<file path="src/rtl/cfr_pkg.sv">
package cfr_pkg;
    localparam int NUM_CL = 4;
    localparam int PH_W   = 2;

    typedef enum logic [1:0] {
        M_OFF  = 2'd0,
        M_ONE  = 2'd1,
        M_HALF = 2'd2,
        M_ALL  = 2'd3
    } fold_mode_e;

    typedef struct packed {
        fold_mode_e        mode;
        logic [PH_W-1:0]   phase;
    } sched_t;

    function automatic fold_mode_e pick_mode(input int unsigned cnt);
        if (cnt >= 4)      return M_ALL;
        else if (cnt >= 2) return M_HALF;
        else if (cnt == 1) return M_ONE;
        else               return M_OFF;
    endfunction

    function automatic int active_of(input fold_mode_e m);
        case (m)
            M_ALL:   return 4;
            M_HALF:  return 2;
            M_ONE:   return 1;
            default: return 0;
        endcase
    endfunction

    function automatic logic [NUM_CL-1:0] sleep_mask(input fold_mode_e m);
        logic [NUM_CL-1:0] mk;
        for (int i = 0; i < NUM_CL; i++) mk[i] = (i >= active_of(m));
        return mk;
    endfunction
endpackage

</file>
<file path="src/rtl/cfr_sched.sv">
module cfr_sched
    import cfr_pkg::*;
#(
    parameter int CNT_W = 8
) (
    input  logic              clk,
    input  logic              rst,
    input  logic [CNT_W-1:0]  par_count,
    input  logic [NUM_CL-1:0] bank_valid,
    output sched_t            sched
);
    sched_t q;
    logic   idle;

    assign idle  = ~|bank_valid;
    assign sched = q;

    always_ff @(posedge clk) begin
        if (rst) begin
            q.mode  <= M_OFF;
            q.phase <= '0;
        end else if (idle) begin
            q.mode  <= pick_mode(32'(par_count));
            q.phase <= '0;
        end else begin
            q.phase <= q.phase + 1'b1;
        end
    end

    // mode frozen while any stream is live
    assert_mode_hold_R6: assert property (@(posedge clk) disable iff (rst)
        (!idle) |=> $stable(q.mode));

    // phase restarts after a boundary
    assert_phase_restart_R7: assert property (@(posedge clk) disable iff (rst)
        idle |=> (q.phase == '0));

    // reset lands in off mode
    assert_reset_off_R8: assert property (@(posedge clk)
        rst |=> (q.mode == M_OFF && q.phase == '0));
endmodule

</file>
<file path="src/rtl/cfr_lane.sv">
module cfr_lane
    import cfr_pkg::*;
#(
    parameter int DATA_W = 16,
    parameter int IDX    = 0
) (
    input  logic                     clk,
    input  logic                     rst,
    input  sched_t                   sched,
    input  logic [NUM_CL*DATA_W-1:0] bank_data,
    input  logic [NUM_CL-1:0]        bank_valid,
    output logic [DATA_W-1:0]        out_data,
    output logic                     out_valid
);
    localparam logic [PH_W-1:0] IDX_B = PH_W'(IDX);

    logic [PH_W-1:0] src;
    logic            en;

    always_comb begin
        en = (IDX < active_of(sched.mode));
        case (sched.mode)
            M_HALF:  src = {sched.phase[0], IDX_B[0]};
            M_ONE:   src = sched.phase;
            default: src = IDX_B;
        endcase
    end

    always_ff @(posedge clk) begin
        if (rst) begin
            out_data  <= '0;
            out_valid <= 1'b0;
        end else begin
            out_valid <= en & bank_valid[src];
            out_data  <= en ? bank_data[int'(src)*DATA_W +: DATA_W] : '0;
        end
    end

    // an unused lane emits nothing on the following cycle
    assert_idle_lane_R5: assert property (@(posedge clk) disable iff (rst)
        (IDX >= active_of(sched.mode)) |=> (!out_valid && out_data == '0));
endmodule

</file>
<file path="src/rtl/cluster_fold_router.sv">
module cluster_fold_router
    import cfr_pkg::*;
#(
    parameter int DATA_W = 16,
    parameter int CNT_W  = 8
) (
    input  logic                     clk,
    input  logic                     rst,
    input  logic [CNT_W-1:0]         par_count,
    input  logic [NUM_CL*DATA_W-1:0] bank_data,
    input  logic [NUM_CL-1:0]        bank_valid,
    output logic [NUM_CL*DATA_W-1:0] cl_data,
    output logic [NUM_CL-1:0]        cl_valid,
    output logic [NUM_CL-1:0]        cl_sleep
);
    sched_t sched;

    cfr_sched #(.CNT_W(CNT_W)) u_sched (
        .clk        (clk),
        .rst        (rst),
        .par_count  (par_count),
        .bank_valid (bank_valid),
        .sched      (sched)
    );

    for (genvar g = 0; g < NUM_CL; g++) begin : g_lane
        cfr_lane #(.DATA_W(DATA_W), .IDX(g)) u_lane (
            .clk        (clk),
            .rst        (rst),
            .sched      (sched),
            .bank_data  (bank_data),
            .bank_valid (bank_valid),
            .out_data   (cl_data[g*DATA_W +: DATA_W]),
            .out_valid  (cl_valid[g])
        );
    end

    assign cl_sleep = sleep_mask(sched.mode);

    // a gated cluster never shows valid data
    assert_gated_quiet_R5: assert property (@(posedge clk) disable iff (rst)
        (cl_sleep & cl_valid) == '0);

    // single mode drives cluster 0 only
    assert_single_lane_R4: assert property (@(posedge clk) disable iff (rst)
        (sched.mode == M_ONE) |=> (cl_valid[NUM_CL-1:1] == '0));
endmodule

</file>
<file path="config.mk">
export PLATFORM = sky130hd
export DESIGN_NAME = cluster_fold_router
export DESIGN_NICKNAME = d
export VERILOG_FILES = /design/src/rtl/cfr_pkg.sv /design/src/rtl/cfr_sched.sv /design/src/rtl/cfr_lane.sv /design/src/rtl/cluster_fold_router.sv
export SDC_FILE = /design/constraint.sdc
export NUM_CORES = 1
export LEC_CHECK = 0
export ABC_CLOCK_PERIOD_IN_PS = 2660
export BUFFER_PORTS_ARGS = -buffer_cell sky130_fd_sc_hd__buf_2
export CORE_MARGIN = 2
export CORE_UTILIZATION = 48
export CTS_CLUSTER_SIZE = 20
export DETAILED_ROUTE_END_ITERATION = 8
export PLACE_DENSITY = 0.8
export SLEW_MARGIN = 20
export SYNTH_ARGS = -nofsm -noshare
export SYNTH_HDL_FRONTEND = slang
export SYNTH_SLANG_ARGS = --single-unit
</file>
<file path="constraint.sdc">
create_clock -name clk -period 2.66 [get_ports clk]
set_clock_uncertainty 0.15 [all_clocks]
set_input_delay 0.532 -clock clk [delete_from_list [all_inputs] [get_ports clk]]
set_output_delay 0.532 -clock clk [all_outputs]
set_load 0.005 [all_outputs]
</file>
==> flow_metrics.py, run 1 <==
metrics = {
    "power": {
        "p_per_area_nw_per_um2": 503.3,
        "p_leak_nw": 2.338,
        "ir_drop_mv": 0.2773,
        "p_total_mw": 2.248,
    },
    "setup_path": {
        "cp-endpoint": "g_lane[1].u_lane.out_data[9]$_SDFF_PP0_",
        "cp_num_buf_inv": 2,
        "crit_family": "compound AO/OA/AOI/OAI gates",
        "cp.depth": 7,
        "r2r_slack_ns": 0.42,
        "regToRegEndpoint": "g_lane[1].u_lane.out_data[9]$_SDFF_PP0_",
        "path_cells": "inv_1 > ha_1 > a22oi_2 > nand2b_1 > buf_4 > nand2_2 > o22ai_1",
        "required_ns": 2.77,
        "r2r-start": "u_sched.sched[3]$_SDFFE_PP0P_",
        "critPathCaptureType": "flip-flop",
        "worstSetupStartpoint": "u_sched.sched[3]$_SDFFE_PP0P_",
        "path_max_fanout": 19,
        "path_class": "flip-flop to flip-flop",
        "worst_ep_arrival_time_ns": 2.35,
        "cpPeakStageDelay_ns": 0.41,
        "cp_slowest_cell": "dfxtp_1",
        "rr_worst_depth": 7,
        "crit_path_start_kind": "flip-flop",
    },
    "clock_tree": {
        "cts_buffers": 9,
        "tritoncts": "built",
        "cts_setup_buffers": 0,
        "cts_hold_buf": 0,
        "post_cts_resize_count": 0,
        "clock_sinks": 72,
        "clk_pin_slew_ns": 0.08,
        "clk_path_buf_depth": 2,
        "cts-root-buf": "clkbuf_8",
        "clock_latency_ns": 0.34,
        "htree_levels": 3,
    },
    "finish": {
        "n_antenna_cell": 0,
        "syn_to_final_growth_pct": 27.69,
        "fin_nets": 499,
        "drive_above_1_share_pct": 46.19,
        "final_design_area_no_fill_um2": 4466,
        "utilization_pct": 62.57,
        "finalNonFillerCells": 519,
    },
    "sta": {
        "drv_slew": 0,
        "worstMarginPinSlew_ns": 0.4173,
        "slew_headroom_pct": 72.18,
        "final.setup.worst_slack_ns": 0.4216,
        "fin_hold_ws_ns": 0.2952,
        "rsz0062_at_grt": "no",
        "finalCriticalPeriod_ns": 2.238,
        "max_freq_mhz": 446.7,
        "min_period_over_period_pct": 84.15,
        "setup_violations": 0,
        "finalHoldViolCount": 0,
        "finalSetupTns_ns": 0,
    },
    "grt": {
        "grt_pass1_wl_um": 13220,
        "overflow": 0,
        "grt_usage_pct": 22.34,
        "grt_max_degree": 23,
        "antenna_found_initial": 0,
        "grt_pass1_vias": 2741,
    },
    "detailed_routing": {
        "num_vias": 2858,
        "remaining_drc_errors": 0,
        "vias_per_cell": 5.507,
        "drtAntennaViolNets": 0,
        "routed_wl_um": 8877,
        "drtIter0Drc": 213,
        "first_pass_iters": 4,
        "wl_per_cell_um": 17.10,
    },
    "synth": {
        "ys_ff_latch": 72,
        "synthCells": 269,
        "avgSynthCellArea_um2": 13.00,
        "synth.distinct_cells": 29,
        "ys_seq_area_share_pct": 41.22,
        "syn_area_um2": 3497,
        "synth_nets": 353,
        "yosys_warnings": 0,
    },
    "placement": {
        "dp_hpwl_um": 6472,
        "pre_cts_ws_ns": 0.4514,
        "port_buffers": 149,
        "gp_congestion": 0.8057,
        "place_area_um2": 4270,
        "place_inst": 503,
    },
    "die": {
        "die_y_um": 89.36,
        "core-area_um2": 7137,
        "die_x_um": 89.36,
        "pin_count": 150,
        "start_util_pct": 49.00,
        "core.rowCount": 31,
        "dieArea_um2": 7984,
    },
    "job": {
        "cap_violations": 0,
    },
    "min_path": {
        "hp-class": "primary input to flip-flop",
    },
    "outcome": {
        "status": "finished clean",
    },
}
where the power goes:
part	total (mW)	switching [mW]	internal [mW]
clock network	0.863	0.431	0.433
logic	0.285	0.128	0.158
registers	1.10	0.00838	1.09
total	2.25	0.567	1.68
kinds of logic after synthesis:
logic type	after synthesis	synth area share (%)
muxes	68	33.99
xor gates and xnor gates	1	0.2505
DFF	72	41.22
buffers and inverters	28	5.688
adders and majority gates	6	2.147
and+or+nand+nor	56	9.731
AOI/OAI and AO/OA	38	6.977
worst min path at each step:
stage                                               end  depth (start not counted)                           from  slack, ns
final                     u_sched.sched[3]$_SDFFE_PP0P_                          2                            rst       0.30
after global routing      u_sched.sched[3]$_SDFFE_PP0P_                          2                            rst       0.29
after CTS                 u_sched.sched[3]$_SDFFE_PP0P_                          2                            rst       0.28
after detailed placement  u_sched.sched[3]$_SDFFE_PP0P_                          2  u_sched.sched[3]$_SDFFE_PP0P_       0.40
after global placement    u_sched.sched[3]$_SDFFE_PP0P_                          2  u_sched.sched[3]$_SDFFE_PP0P_       0.39
after floorplan           u_sched.sched[3]$_SDFFE_PP0P_                          2  u_sched.sched[3]$_SDFFE_PP0P_       0.37
registers in the layout, indices dropped and copies added (netlist names):
| name | count |
|---|---|
| u_sched.sched | 4 |
| g_lane.u_lane.out_valid | 4 |
| g_lane.u_lane.out_data | 64 |
metal layers:
| metal | track usage (%) | wire length, um |
|---|---|---|
| met2 | 37.91 | 4461 |
| met1 | 27.71 | 3634 |
| met5 | 0 | 0 |
| met4 | 8.955 | 131 |
| met3 | 4.894 | 648 |
cell usage in the layout, fill, tap and decap left out, drive strengths merged:
master,Yosys,layout
nand2,5,5
nor4,2,2
buf,21,159
inv,4,5
xnor2,1,1
ha,6,6
and2,17,17
bufinv,0,1
o21ai,1,1
a22oi,1,1
nand2b,2,2
nor2,6,6
a211oi,1,1
clkinv,0,2
nand3b,1,1
mux4,34,34
clkbuf,3,9
nor3,2,2
nand3,1,1
or2,2,2
clkinvlp,0,3
dfxtp,72,72
nor2b,18,18
o22ai,35,35
mux2i,34,34
synthesized netlist by cell type:
cell type | n | area (um2)
and2_1 | 17 | 106.4
dfxtp_1 | 72 | 1441
nor2b_1 | 18 | 112.6
nor3_1 | 2 | 10.01
nand2b_4 | 1 | 13.76
buf_2 | 3 | 15.01
mux4_1 | 22 | 578.1
xnor2_1 | 1 | 8.760
inv_1 | 4 | 15.01
nand3_1 | 1 | 5.000
nand2_2 | 2 | 12.51
a22oi_2 | 1 | 12.51
nand2_4 | 1 | 11.26
nand3b_1 | 1 | 7.510
buf_6 | 7 | 78.83
o21ai_0 | 1 | 5.000
nor2_1 | 6 | 22.52
nand2_1 | 2 | 7.510
or2_2 | 2 | 12.51
mux2i_1 | 34 | 340.3
clkbuf_1 | 3 | 11.26
o22ai_1 | 35 | 219.0
nor4_1 | 2 | 12.51
buf_1 | 1 | 3.750
buf_4 | 10 | 75.07
nand2b_1 | 1 | 6.260
mux4_2 | 12 | 270.3
a211oi_1 | 1 | 7.510
ha_1 | 6 | 75.07
layout make-up:
type / instances / area, um2
Fill cell: 585 / 2671
Multi-Input combinational cell: 169 / 1857
Sequential cell: 72 / 1441
Timing Repair Buffer: 159 / 833.3
Clock buffer: 9 / 123.9
Tap cell: 99 / 123.9
Clock inverter: 7 / 71.32
Inverter: 4 / 15.01
Power figures use the tool's default switching activity.
==> inputs of run 2 (changes only) <==
--- a/config.mk
+++ b/config.mk
@@ -5,13 +5,13 @@
 export SDC_FILE = /design/constraint.sdc
 export NUM_CORES = 1
 export LEC_CHECK = 0
-export ABC_CLOCK_PERIOD_IN_PS = 2660
+export ABC_CLOCK_PERIOD_IN_PS = 1920
 export BUFFER_PORTS_ARGS = -buffer_cell sky130_fd_sc_hd__buf_2
 export CORE_MARGIN = 2
-export CORE_UTILIZATION = 48
+export CORE_UTILIZATION = 43
 export CTS_CLUSTER_SIZE = 20
 export DETAILED_ROUTE_END_ITERATION = 8
-export PLACE_DENSITY = 0.8
+export PLACE_DENSITY = 0.76
 export SLEW_MARGIN = 20
 export SYNTH_ARGS = -nofsm -noshare
 export SYNTH_HDL_FRONTEND = slang
==> constraint.sdc (replaced) <==
create_clock -name clk -period 1.92 [get_ports clk]
set_clock_uncertainty 0.15 [all_clocks]
set_input_delay 0.384 -clock clk [delete_from_list [all_inputs] [get_ports clk]]
set_output_delay 0.384 -clock clk [all_outputs]
set_load 0.005 [all_outputs]
==> flow_metrics.py, run 2 (synthesis gave the netlist of run 1 again) <==
metrics = {
    "setup_path": {
        "crit_path_start_kind": "flip-flop",
        "cpPeakStageDelay_ns": 0.36,
        "worstSetupStartpoint": "u_sched.sched[3]$_SDFFE_PP0P_",
        "rr_worst_depth": 8,
        "regToRegEndpoint": "g_lane[1].u_lane.out_data[10]$_SDFF_PP0_",
        "critPathCaptureType": "flip-flop",
        "r2r_slack_ns": 0.007,
        "worst_ep_arrival_time_ns": 1.98,
        "path_class": "flip-flop to flip-flop",
        "path_cells": "inv_2 > ha_4 > nand2_4 > nand3b_1 > buf_4 > buf_12 > mux2i_2 > o22ai_1",
        "cp_slowest_cell": "dfxtp_4",
        "cp_num_buf_inv": 3,
        "r2r-start": "u_sched.sched[3]$_SDFFE_PP0P_",
        "cp-endpoint": "g_lane[1].u_lane.out_data[10]$_SDFF_PP0_",
        "crit_family": "buffers and inverters",
        "path_max_fanout": 14,
        "cp.depth": 8,
        "required_ns": 1.98,
    },
    "sta": {
        "final.setup.worst_slack_ns": 0.006574,
        "min_period_over_period_pct": 99.66,
        "rsz0062_at_grt": "yes",
        "worstMarginPinSlew_ns": 0.4515,
        "slew_headroom_pct": 69.79,
        "max_freq_mhz": 522.6,
        "fin_hold_ws_ns": 0.1817,
        "finalHoldViolCount": 0,
        "setup_violations": 0,
        "finalCriticalPeriod_ns": 1.913,
        "drv_slew": 0,
    },
    "power": {
        "p_clk_share_pct": 42.2,
        "p_per_area_nw_per_um2": 700.5,
        "p_leak_nw": 2.502,
        "p_sw_share_pct": 22.57,
        "p_seq_share_pct": 43.8,
        "p_switching_mw": 0.7832,
        "ir_drop_mv": 0.4680,
        "combPwrFrac_pct": 13.9,
        "power.internal_mw": 2.687,
        "p_total_mw": 3.470,
    },
    "placement": {
        "gp_congestion": 0.8168,
        "port_buffers": 149,
        "dp_hpwl_um": 7032,
        "place_area_um2": 4437,
        "pre_cts_ws_ns": -0.02371,
    },
    "die": {
        "pin_count": 150,
        "die_x_um": 94.18,
        "core.rowCount": 32,
        "dieArea_um2": 8870,
        "die_y_um": 94.18,
        "start_util_pct": 44.79,
        "core-area_um2": 7807,
    },
    "clock_tree": {
        "cts_buffers": 9,
        "cts-root-buf": "clkbuf_8",
        "clock_sinks": 72,
        "htree_levels": 3,
        "cts_hold_buf": 0,
        "clock_latency_ns": 0.33,
        "clk_path_buf_depth": 2,
        "clk_pin_slew_ns": 0.07,
        "tritoncts": "built",
    },
    "finish": {
        "final_common_cell": "buf_2",
        "largest_reg_flops": 64,
        "fin_nets": 523,
        "syn_to_final_growth_pct": 41.65,
        "top_register": "g_lane.u_lane.out_data",
        "final_cell_mix": "buf_2, dfxtp_1, o22ai_1",
        "final_design_area_no_fill_um2": 4954,
        "drive_above_1_share_pct": 53.83,
    },
    "grt": {
        "grt_usage_pct": 21.20,
        "grt_pass1_wl_um": 14170,
        "grt_max_degree": 21,
        "antenna_found_initial": 1,
        "overflow": 0,
        "grt_pass1_vias": 2972,
    },
    "min_path": {
        "hp-class": "primary input to flip-flop",
    },
    "detailed_routing": {
        "num_vias": 2997,
        "wl_per_cell_um": 18.30,
        "drtIter0Drc": 149,
        "drtAntennaViolNets": 0,
        "vias_per_cell": 5.479,
        "first_pass_iters": 4,
        "remaining_drc_errors": 0,
        "routed_wl_um": 10010,
    },
    "job": {
        "cap_violations": 0,
    },
    "outcome": {
        "status": "finished clean",
    },
}
-- run 2: cell count changes in the layout (fill, tap and decap cells not counted), sizes merged --
cell / delta
buf: +19
bufinv: +2
clkbuf: +6
clkinvlp: -3
diode: +1
inv: -1
nand2b: +1
-- run 2: worst min-delay path by stage --
stage / cells after the start / slack (ns) / endpoint / from
2_1_floorplan: 1 / 0.30 / u_sched.sched[2]$_SDFFE_PP0P_ / rst
3_3_place_gp: 2 / 0.38 / u_sched.sched[3]$_SDFFE_PP0P_ / u_sched.sched[3]$_SDFFE_PP0P_
3_5_place_dp: 2 / 0.38 / u_sched.sched[3]$_SDFFE_PP0P_ / u_sched.sched[3]$_SDFFE_PP0P_
4_1_cts: 2 / 0.15 / u_sched.sched[3]$_SDFFE_PP0P_ / rst
5_1_grt: 2 / 0.17 / u_sched.sched[3]$_SDFFE_PP0P_ / rst
6_report: 2 / 0.18 / u_sched.sched[3]$_SDFFE_PP0P_ / rst
-- run 2: timing repair --
| item | 4_1_cts | 5_1_grt |
|---|---|---|
| gates cloned | 0 | 5 |
| pin swaps | 0 | 4 |
| setup buffers | 0 | 5 |
| gates resized for setup | 7 | 26 |
| endpoints found under the setup margin | 21 | 65 |
-- run 2: power groups by stage --
stage	registers (mW)	logic (mW)	clock network [mW]
global placement	1.56	0.402	0
global route	1.52	0.520	1.56
detailed placement	1.56	0.417	0
CTS	1.52	0.422	1.48
finish	1.52	0.484	1.46
floorplan	1.56	0.234	0
-- run 2: cell type report --
cell class | count | area [um2]
fillers | 629 | 2854
multi-input cells | 170 | 1959
flip-flops and latches | 72 | 1449
repair buffers | 182 | 1152
clock buffers | 11 | 141.4
well taps | 102 | 127.6
clock inverters | 5 | 103.9
inverters | 4 | 17.52
diodes | 1 | 2.502
-- run 2: worst reg2reg max path, cell delays in order, from the launching register on --
cell and delay [ns]:
dfxtp_4 0.36, inv_2 0.11, ha_4 0.16, nand2_4 0.12, nand3b_1 0.16, buf_4 0.16
buf_12 0.18, mux2i_2 0.27, o22ai_1 0.13
-- run 2: metrics by stage --
step | utilization, % | setup TNS (ns) | std cells
2_1_floorplan | - | 0 | 269
3_3_place_gp | 56.83 | 0 | 520
3_5_place_dp | 56.83 | -0.1054 | 520
4_1_cts | 60.08 | 0 | 536
5_1_grt | 63.41 | -1.255 | 546
6_report | 63.45 | 0 | 547
-- run 2: metal layers --
| layer | global-route usage [%] | vias up | wire length (um) |
|---|---|---|---|
| met1 | 25.26 | 1476 | 4095 |
| li1 | - | 1384 | - |
| met5 | 0 | - | 0 |
| met3 | 5.377 | 8 | 695 |
| met4 | 5.435 | 0 | 76 |
| met2 | 37.98 | 129 | 5140 |
